File: src/rtl/st_seq_pkg.sv
package st_seq_pkg;

    // Decoded state width selection.
    typedef enum logic [1:0] {
        SW_1 = 2'd0,
        SW_2 = 2'd1,
        SW_4 = 2'd2
    } swidth_e;

    localparam int NUM_WIDTHS = 3;

    // Request kind encodings: bit 1 set means ranged.
    localparam logic [1:0] KIND_WORD  = 2'b00;
    localparam logic [1:0] KIND_DWORD = 2'b01;

endpackage

File: src/rtl/st_width_decode.sv
module st_width_decode
    import st_seq_pkg::*;
(
    input  logic [2:0] width_raw,
    output swidth_e    wsel,
    output logic       bad
);

    always_comb begin
        bad = 1'b0;
        unique case (width_raw)
            3'd1:    wsel = SW_1;
            3'd2:    wsel = SW_2;
            3'd4:    wsel = SW_4;
            default: begin
                wsel = SW_4;
                bad  = 1'b1;
            end
        endcase
    end

endmodule

File: src/rtl/st_addr_map.sv
module st_addr_map
    import st_seq_pkg::*;
#(
    parameter int ADDR_W = 32,
    localparam int WIDX_W = ADDR_W - 2
)(
    input  logic [WIDX_W-1:0] word_idx,
    input  logic [ADDR_W-1:0] base,
    input  swidth_e           wsel,
    output logic [ADDR_W-1:0] state_addr,
    output logic [2:0]        bit_off
);

    logic [ADDR_W-1:0] cand_addr [NUM_WIDTHS];
    logic [2:0]        cand_off  [NUM_WIDTHS];

    // Option g holds 2**g bits per word, so 2**(3-g) entries share a byte.
    for (genvar g = 0; g < NUM_WIDTHS; g++) begin : g_width
        localparam int IDX_BITS = 3 - g;
        localparam logic [2:0] LOW_MASK = 3'((1 << IDX_BITS) - 1);

        logic [2:0] low_idx;

        always_comb begin
            low_idx      = word_idx[2:0] & LOW_MASK;
            cand_off[g]  = 3'(low_idx << g);
            cand_addr[g] = base + ADDR_W'(word_idx >> IDX_BITS);
        end
    end

    always_comb begin
        unique case (wsel)
            SW_1:    begin state_addr = cand_addr[0]; bit_off = cand_off[0]; end
            SW_2:    begin state_addr = cand_addr[1]; bit_off = cand_off[1]; end
            default: begin state_addr = cand_addr[2]; bit_off = cand_off[2]; end
        endcase
    end

endmodule

File: src/rtl/st_word_walker.sv
module st_word_walker
    import st_seq_pkg::*;
#(
    parameter int ADDR_W = 32,
    parameter int SIZE_W = 16,
    parameter int CODE_W = 6,
    localparam int WIDX_W = ADDR_W - 2,
    localparam int CNT_W  = SIZE_W
)(
    input  logic              clk,
    input  logic              rst_n,
    input  swidth_e           live_wsel,
    input  logic [ADDR_W-1:0] live_base,
    input  logic              req_valid,
    output logic              req_ready,
    input  logic [1:0]        req_kind,
    input  logic [CODE_W-1:0] req_code,
    input  logic [ADDR_W-1:0] req_addr,
    input  logic [SIZE_W-1:0] req_size,
    output logic              busy,
    input  logic              step_take,
    output logic [WIDX_W-1:0] cur_word,
    output logic [CODE_W-1:0] cur_code,
    output swidth_e           cur_wsel,
    output logic [ADDR_W-1:0] cur_base,
    output logic              cur_last
);

    typedef struct packed {
        logic              busy;
        logic [WIDX_W-1:0] word;
        logic [CNT_W-1:0]  left;
        logic [CODE_W-1:0] code;
        swidth_e           wsel;
        logic [ADDR_W-1:0] base;
    } walk_s;

    walk_s st_d, st_q;

    logic [ADDR_W-1:0] end_byte;
    logic [WIDX_W-1:0] span;
    logic [CNT_W-1:0]  req_cnt;

    // Number of words a request covers.
    always_comb begin
        end_byte = req_addr + ADDR_W'(req_size) - ADDR_W'(1);
        span     = end_byte[ADDR_W-1:2] - req_addr[ADDR_W-1:2];
        if (req_kind[1]) begin
            req_cnt = (req_size == '0) ? '0 : CNT_W'(span) + CNT_W'(1);
        end else if (req_kind == KIND_DWORD) begin
            req_cnt = CNT_W'(2);
        end else begin
            req_cnt = CNT_W'(1);
        end
    end

    always_comb begin
        st_d = st_q;
        if (!st_q.busy) begin
            if (req_valid) begin
                st_d.busy = (req_cnt != '0);
                st_d.word = req_addr[ADDR_W-1:2];
                st_d.left = req_cnt;
                st_d.code = req_code;
                st_d.wsel = live_wsel;
                st_d.base = live_base;
            end
        end else if (step_take) begin
            if (st_q.left == CNT_W'(1)) begin
                st_d.busy = 1'b0;
                st_d.left = '0;
            end else begin
                st_d.word = st_q.word + WIDX_W'(1);
                st_d.left = st_q.left - CNT_W'(1);
            end
        end
    end

    always_ff @(posedge clk) begin
        if (!rst_n) begin
            st_q <= '{busy: 1'b0, word: '0, left: '0, code: '0,
                      wsel: SW_1, base: '0};
        end else begin
            st_q <= st_d;
        end
    end

    assign req_ready = !st_q.busy;
    assign busy      = st_q.busy;
    assign cur_word  = st_q.word;
    assign cur_code  = st_q.code;
    assign cur_wsel  = st_q.wsel;
    assign cur_base  = st_q.base;
    assign cur_last  = (st_q.left == CNT_W'(1));

    // no request is taken while a sequence is in progress
    assert_busy_blocks_R8: assert property (@(posedge clk) disable iff (!rst_n)
        busy |-> !req_ready);

    // a stalled step holds still
    assert_stall_hold_R10: assert property (@(posedge clk) disable iff (!rst_n)
        busy && !step_take |=> busy && $stable(cur_word) && $stable(cur_last)
                               && $stable(cur_code) && $stable(cur_base));

    // non-final steps advance by one word
    assert_step_next_R6: assert property (@(posedge clk) disable iff (!rst_n)
        busy && step_take && !cur_last |=> busy && cur_word == $past(cur_word) + WIDX_W'(1));

    // the final step ends the sequence
    assert_last_ends_R9: assert property (@(posedge clk) disable iff (!rst_n)
        busy && step_take && cur_last |=> !busy);

endmodule

File: src/rtl/st_range_seq.sv
module st_range_seq
    import st_seq_pkg::*;
#(
    parameter int ADDR_W = 32,
    parameter int SIZE_W = 16,
    parameter int CODE_W = 6
)(
    input  logic              clk,
    input  logic              rst_n,
    input  logic [2:0]        cfg_width,
    input  logic [ADDR_W-1:0] cfg_base,
    output logic              cfg_err,
    input  logic              req_valid,
    output logic              req_ready,
    input  logic [1:0]        req_kind,
    input  logic [CODE_W-1:0] req_code,
    input  logic [ADDR_W-1:0] req_addr,
    input  logic [SIZE_W-1:0] req_size,
    output logic              out_valid,
    input  logic              out_ready,
    output logic [CODE_W-1:0] out_code,
    output logic [ADDR_W-1:0] out_word_addr,
    output logic [ADDR_W-1:0] out_state_addr,
    output logic [2:0]        out_bit_off,
    output logic              out_last
);

    localparam int WIDX_W = ADDR_W - 2;

    swidth_e           live_wsel;
    swidth_e           cur_wsel;
    logic [ADDR_W-1:0] cur_base;
    logic [WIDX_W-1:0] cur_word;
    logic              busy;

    st_width_decode u_dec (
        .width_raw (cfg_width),
        .wsel      (live_wsel),
        .bad       (cfg_err)
    );

    st_word_walker #(
        .ADDR_W (ADDR_W),
        .SIZE_W (SIZE_W),
        .CODE_W (CODE_W)
    ) u_walk (
        .clk       (clk),
        .rst_n     (rst_n),
        .live_wsel (live_wsel),
        .live_base (cfg_base),
        .req_valid (req_valid),
        .req_ready (req_ready),
        .req_kind  (req_kind),
        .req_code  (req_code),
        .req_addr  (req_addr),
        .req_size  (req_size),
        .busy      (busy),
        .step_take (out_ready),
        .cur_word  (cur_word),
        .cur_code  (out_code),
        .cur_wsel  (cur_wsel),
        .cur_base  (cur_base),
        .cur_last  (out_last)
    );

    st_addr_map #(
        .ADDR_W (ADDR_W)
    ) u_map (
        .word_idx   (cur_word),
        .base       (cur_base),
        .wsel       (cur_wsel),
        .state_addr (out_state_addr),
        .bit_off    (out_bit_off)
    );

    assign out_valid     = busy;
    assign out_word_addr = {cur_word, 2'b00};

    // a 4-bit entry starts on a nibble boundary
    assert_off_nibble_R3: assert property (@(posedge clk) disable iff (!rst_n)
        out_valid && cur_wsel == SW_4 |-> out_bit_off[1:0] == 2'b00);

    // a 2-bit entry starts on an even bit
    assert_off_even_R3: assert property (@(posedge clk) disable iff (!rst_n)
        out_valid && cur_wsel == SW_2 |-> out_bit_off[0] == 1'b0);

endmodule

File: config.mk
export PLATFORM = sky130hd
export DESIGN_NAME = st_range_seq
export DESIGN_NICKNAME = d
export VERILOG_FILES = /design/src/rtl/st_seq_pkg.sv /design/src/rtl/st_width_decode.sv /design/src/rtl/st_addr_map.sv /design/src/rtl/st_word_walker.sv /design/src/rtl/st_range_seq.sv
export SDC_FILE = /design/constraint.sdc
export NUM_CORES = 1
export LEC_CHECK = 0
export ABC_AREA = 1
export CAP_MARGIN = 0
export CORE_MARGIN = 8
export CORE_UTILIZATION = 45
export CTS_BUF_LIST = sky130_fd_sc_hd__clkbuf_16
export DETAILED_ROUTE_END_ITERATION = 7
export MAX_ROUTING_LAYER = met4
export PLACE_DENSITY = 0.81
export SYNTH_ARGS = -nofsm -noshare
export SYNTH_HDL_FRONTEND = slang
export SYNTH_SLANG_ARGS = --single-unit
File: constraint.sdc
create_clock -name clk -period 4.1 [get_ports clk]
set_clock_uncertainty 0.2 [all_clocks]
set_input_delay 0.41 -clock clk [delete_from_list [all_inputs] [get_ports clk]]
set_output_delay 0.41 -clock clk [all_outputs]
set_load 0.005 [all_outputs]
# Word level (Yosys, flattened, before mapping)
# Cells that the tools add are included.
# totals
reg_bits,87
input_bits,95
out_inout_bits,77
wordCells,46
# classes
n_addsub,9
eq_ne,8
muxes,13
bitwise,1
reduce_logical,9
# op_table
operator,n
2-to-1 mux 47 bit,2
2-to-1 mux 87 bit,1
one-hot mux 32 bit (2 select lines),1
2-to-1 mux 16 bit,3
adder 32 x 27 -> 32 bit,1
adder 32 x 28 -> 32 bit,1
adder 32 x 29 -> 32 bit,1
"adder 30 x 1 -> 30 bit, second input constant",1
2-to-1 mux 30 bit,1
adder 18 x 16 -> 18 bit,1
"subtractor 18 x 1 -> 18 bit, second input constant",1
"adder 16 x 1 -> 16 bit, second input constant",1
"equality test 16 x 1 -> 1 bit, second input constant",1
zero test 16 bit,1
nonzero test 16 bit,1
"subtractor 16 x 1 -> 16 bit, second input constant",1
subtractor 16 bit,1
one-hot mux 3 bit (2 select lines),1
"equality test 2 x 1 -> 1 bit, second input constant",2
"!= test 2 bit, second input constant",2
one-hot mux 2 bit (2 select lines),1
AND reduction 2 bit,2
"equality test 3 x 1 -> 1 bit, second input constant",1
"equality test 3 x 2 -> 1 bit, second input constant",1
9 further kinds,10

# Longest topological paths before layout
# Gate-level depths: netlist of the first run.
# depth
depth_word,9
mapped_depth,29
mapped_depth_nobuf,29

# By module
# A second synthesis of the first run with hierarchy kept.
# unflattened
cells_unflattened,1711
area_unflattened_um2,10038.4
# by_module_without_submodules
mod,n_inst,cells_each,area_each_um2,seq_area_each_um2
st_word_walker,1,1104,7151.9,1741.7
st_addr_map,1,594,2826.5,0.0
st_width_decode,1,10,41.3,0.0
st_range_seq,1,3,18.8,0.0

# Worst setup path after synthesis of the first run
# OpenSTA, ideal clock, no wires.
# synth_timing
path_type,input to register
startpoint,input req_size[3]
endpoint,"register u_walk.st_q, in the netlist u_walk.busy"
setup_time_ns,0.132
t_arrival_ns,3.560
required_time_ns,3.768
slack_ns,0.207
stages,27
n_path_buf,0
cell_sequence,inv_1 ha_1 inv_1 ha_1 a21oi_1 nand2_1 a21boi_0 o21ai_0 a21oi_1 nor2_1 nor2_1 xnor2_1 ha_1 ha_1 nand2_1 nor2_1 nand3_1 nand3_1 nand2_1 nand3_1 nand2_1 inv_1 nand3_1 nor2_1 nand2_1 nand2_1 a21oi_1
# synth_between
elab_chain_len,9
word_cells_on_any_way,10
cone_classes,add/sub: 4; mux: 4; reduce/logical: 2
# synth_lines
element,line_no,text
from (decl),st_range_seq.sv:18,"input logic [SIZE_W-1:0] req_size,"
adder 18 x 16 -> 18 bit,st_word_walker.sv:46,end_byte = req_addr + ADDR_W'(req_size) - ADDR_W'(1);
subtractor 18 x 1 -> 18 bit,st_word_walker.sv:46,
subtractor 16 bit,st_word_walker.sv:47,span = end_byte[ADDR_W-1:2] - req_addr[ADDR_W-1:2];
adder 16 x 1 -> 16 bit,st_word_walker.sv:49,req_cnt = (req_size == '0) ? '0 : CNT_W'(span) + CNT_W'(1);
2-to-1 mux 16 bit *,st_word_walker.sv:49,
2-to-1 mux 16 bit *,st_word_walker.sv:48,if (req_kind[1]) begin
nonzero test 16 bit *,st_word_walker.sv:61,st_d.busy = (req_cnt != '0);
2-to-1 mux 87 bit *,st_word_walker.sv:60,if (req_valid) begin
2-to-1 mux 47 bit *,st_word_walker.sv:59,if (!st_q.busy) begin
to (signal assigned),st_word_walker.sv:81,"st_q <= '{busy: 1'b0, word: '0, left: '0, code: '0,"
to (signal assigned),st_word_walker.sv:84,st_q <= st_d;
to (decl),st_word_walker.sv:38,"walk_s st_d, st_q;"
# Mark *: on every way between the ends. The rest lies on a longest branch, timed or not. The select of a mux whose other input is x is not followed.
# A chain may end at the register's enable or synchronous reset.

# Worst setup path in the final report of the first run
# layout_timing
startpoint,input req_addr[7]
endpoint,"register u_walk.st_q, in the netlist u_walk.busy"
# layout_between
elab_chain_len,9
# layout_lines
element,line_no,text
from (decl),st_range_seq.sv:17,"input logic [ADDR_W-1:0] req_addr,"
adder 18 x 16 -> 18 bit,st_word_walker.sv:46,
subtractor 18 x 1 -> 18 bit,st_word_walker.sv:46,
subtractor 16 bit *,st_word_walker.sv:47,
adder 16 x 1 -> 16 bit *,st_word_walker.sv:49,
2-to-1 mux 16 bit *,st_word_walker.sv:49,
2-to-1 mux 16 bit *,st_word_walker.sv:48,
nonzero test 16 bit *,st_word_walker.sv:61,
2-to-1 mux 87 bit *,st_word_walker.sv:60,
2-to-1 mux 47 bit *,st_word_walker.sv:59,
# Marks and branches as above.

==> reports/summary.md, run 1 <==
• outcome: finished, final reports clean
• maximum buffer depth of the clock tree: 2
• Root Buffer: sky130_fd_sc_hd__clkbuf_16
• share of the cycle needed by the critical path after routing: 98.4%
• Sw Pwr: 2.11 mW
• maximum fanout along the worst path: 4
• Final ANT Viol Nets: 0
• CTS tree: built
• cell count after placement: 1946
• count of final setup violators: 0
• path class of the lowest-slack min-delay path: flip-flop to flip-flop
• worst setup path class: input port to flip-flop
• vertical die dimension: 159 µm
• pin count of the biggest net entering global routing: 74
• final worst path period need: 4.03 ns
• largest vdd supply drop: 204 µV
• vias: 10738
• final hold violation count: 0
• count of different cell masters after synthesis: 45
• final std cells w/o fill: 1989
• Die Footprint: 25200 µm²
• Worst EP required: 4.11 ns
• met3 routing resource usage after global routing: 4.06%
• met2 usage in global routing: 46.1%
• total cell area at the placement stage: 11500 µm²
• most frequent standard cell in the layout excluding fill and tap cells: sky130_fd_sc_hd__nand2_1
• startpoint class of the critical path: input port
• measured slew at the worst slew-check pin: 0.912 ns
• Worst Path Arrival: 4.04 ns
• number of buffers added by the clock tree synthesis step: 9
• Post-synth EDFFs: 0
• average wire length per cell after detail routing: 17.0 µm
• average instance area after synthesis: 6.20 µm²
• detailed-route wire length: 33800 µm
• antenna violations before repair: 0
• design internal power: 2.81 mW
• number of global-route vias before repair: 10698
• area overhead of the layout relative to synthesis: 38.5%
• Clk Latency, worst-skew pair: 0.36 ns
• fraction of final layout cells sized beyond drive strength 1: 17.5%
• weighted congestion at the end of routability-driven global placement: 0.939
• share of synthesized flip-flops with an asynchronous set or reset: 0%
• Most used DFF post-synth: sky130_fd_sc_hd__dfxtp_1
• count of warnings emitted by yosys: 0
• max-capacitance violation count: 0
• most heavily used metal layer in global routing: met2
• met1 usage: 28.2%
• TritonRoute pass-1 iters: 6
• Std-Cell Rows: 52
• clock transition at the register clock pins on the worst setup and hold paths after CTS: 0.07 ns
• H-tree levels: 3
• vias per std cell: 5.40
• hold buffers post-CTS: 0
• Overflow after GRT: 0
• total routing usage reported by global routing: 25.8%
• antenna cell count: 0
• number of violations reported at the end of detailed-routing iteration 0: 810
• clock share of power: 16.8%
• post-route standard cell area excluding fillers: 12700 µm²
• Tot Pwr: 4.93 mW
• sequential share of power: 21.1%
• Final Slew Violations: 0
• Ports: 172
• worst slew margin relative to its limit: 39.1%
• sequential fraction of the synthesis area: 19.0%
• Remaining DRCs: 0
• achievable clock frequency: 248 MHz
• FF+latch count, synth: 87
• share of Yosys cell area claimed by the top area cell type: 19.0%
• crit path capture type: flip-flop
• input/output buffers: 169
• area of the mapped netlist: 9180 µm²
• cell area power density: 387 nW/µm²
• area inside the core boundary: 20100 µm²
• commonest non-fill, non-tap cells in the layout: sky130_fd_sc_hd__nand2_1 (276), sky130_fd_sc_hd__inv_1 (186), sky130_fd_sc_hd__nor2_1 (180), sky130_fd_sc_hd__clkdlybuf4s50_1 (148), sky130_fd_sc_hd__buf_4 (124)
• setup repair after global routing missed its margin: true
• cells after synthesis: 1482
• DP HPWL: 25900 µm
• switching portion of total power: 42.9%
• wire length of the first global-routing pass: 52500 µm
• CTS Sinks: 87
• fraction of power consumed by combinational cells: 62.1%
• leak pwr: 6.05 nW
• die outline width: 159 µm
• area leader, netlist: sky130_fd_sc_hd__dfxtp_1
• top cells by area in the synthesized netlist: sky130_fd_sc_hd__dfxtp_1 (19%), sky130_fd_sc_hd__ha_1 (12%), sky130_fd_sc_hd__nand2_1 (12%)
• Initial Util: 45.7%
• total number of nets in the final design: 1903
[metal layers]
metal  vias up  share of wire [%]
met2       341                 50
met1      4981                 41
met3        84                5.0
met4         0                3.8
met5         -                  0
li1       5332                  -
[area by class of cell]
cell class,instances,area [µm²]
Timing Repair Buffer,299,2730
Sequential cell,87,1750
Clock buffer,9,225
Tap cell,270,338
Inverter,208,783
Fill cell,1810,7390
Multi-Input combinational cell,1109,6830
Clock inverter,7,57.6
[power by group through the flow]
stage / combinational, mW / sequential [mW] / clock (mW)
after floorplan: 1.53 / 1.02 / 0
after global placement: 2.57 / 1.05 / 0
after detailed placement: 2.60 / 1.05 / 0
after CTS: 2.76 / 1.04 / 0.833
after global routing: 3.37 / 1.05 / 0.868
final: 3.06 / 1.04 / 0.826
[sequential cells by signal, summed over array words and instances, names as in the netlist]
register / flops
u_walk.cur_wsel: 2
u_walk.cur_word: 30
u_walk.st_q: 16
u_walk.cur_code: 6
u_walk.busy: 1
u_walk.cur_base: 32
[critical path, cell delays in order]
cell	delay (ns)
sky130_fd_sc_hd__clkdlybuf4s50_1	0.49
sky130_fd_sc_hd__inv_2	0.05
sky130_fd_sc_hd__ha_1	0.28
sky130_fd_sc_hd__inv_2	0.05
sky130_fd_sc_hd__ha_4	0.28
sky130_fd_sc_hd__nand2_1	0.10
sky130_fd_sc_hd__o21ai_0	0.22
sky130_fd_sc_hd__nand2_1	0.13
sky130_fd_sc_hd__o2111ai_4	0.13
sky130_fd_sc_hd__a21oi_2	0.09
sky130_fd_sc_hd__xnor2_1	0.13
sky130_fd_sc_hd__ha_1	0.33
sky130_fd_sc_hd__ha_4	0.30
sky130_fd_sc_hd__buf_4	0.12
sky130_fd_sc_hd__nand2_1	0.08
sky130_fd_sc_hd__nor2_2	0.15
sky130_fd_sc_hd__nand3_1	0.12
sky130_fd_sc_hd__nand2_1	0.10
sky130_fd_sc_hd__nand2_2	0.05
sky130_fd_sc_hd__nand3_1	0.06
sky130_fd_sc_hd__nand2_1	0.08
sky130_fd_sc_hd__nor2_2	0.09
sky130_fd_sc_hd__nand2_1	0.06
sky130_fd_sc_hd__nand2_1	0.05
sky130_fd_sc_hd__a21oi_1	0.07
[timing repair]
action                                  4_1_cts  5_1_grt
endpoints found under the setup margin       19       27
pin swaps                                    15       59
resized for setup                            50      117
setup buffers                                10       16
cloned                                        0        1
[kinds of logic (layout without fill, tap and decap cells)]
kind of cell / after synthesis / in the layout / share of synthesized area, %
buf+inv: 287 / 523 / 13.6
compound gates: 298 / 298 / 18.4
flops: 87 / 87 / 19.0
simple gates: 660 / 660 / 30.7
fa+ha+maj: 94 / 94 / 13.1
other cells: 1 / 2 / 0.0408
xor+xnor: 55 / 55 / 5.25
[synthesized netlist by cell type, types with 9 or more instances]
master,count
sky130_fd_sc_hd__buf_4,38
sky130_fd_sc_hd__ha_1,91
sky130_fd_sc_hd__nand2_1,300
sky130_fd_sc_hd__clkbuf_1,24
sky130_fd_sc_hd__nor3_1,17
sky130_fd_sc_hd__a21oi_1,115
sky130_fd_sc_hd__buf_2,9
sky130_fd_sc_hd__xor2_1,48
sky130_fd_sc_hd__a31oi_1,25
sky130_fd_sc_hd__inv_1,199
sky130_fd_sc_hd__nand4_1,30
sky130_fd_sc_hd__o21ai_0,85
sky130_fd_sc_hd__inv_2,9
sky130_fd_sc_hd__nor2_1,195
sky130_fd_sc_hd__dfxtp_1,87
sky130_fd_sc_hd__o22ai_1,31
sky130_fd_sc_hd__nand3_1,78
[path summary, 6_finish.rpt]
kind	from	end	slack (ns)	depth (start not counted)
worst min register to register	u_walk.cur_base[31]$_SDFFE_PN0P_	u_walk.cur_base[31]$_SDFFE_PN0P_	0.28	2
worst min-delay path	u_walk.cur_base[31]$_SDFFE_PN0P_	u_walk.cur_base[31]$_SDFFE_PN0P_	0.28	2
worst max register to register	u_walk.busy$_SDFF_PN0_	u_walk.cur_word[7]$_SDFFE_PN0P_	1.30	8
worst max-delay path	req_addr[7]	u_walk.busy$_SDFF_PN0_	0.07	25
[stage by stage]
stage	setup WS, ns	util [%]	hold WS (ns)	TNS, ns
final	0.0650	63.3	0.280	0
after global routing	-0.253	63.3	0.300	-0.405
after floorplan	0.207	-	0.244	0
after global placement	-0.606	57.3	0.260	-3.82
after detailed placement	-0.673	57.3	0.273	-4.82
after CTS	0.00123	60.2	0.284	0
Note: power is estimated with default switching activity, not from simulation.
==> run 2: changes to the inputs <==
- ABC_CLOCK_PERIOD_IN_PS: unset -> 4100
==> results of run 2 <==
Same layout as run 1: the final DEF is identical, and so are final timing and power.
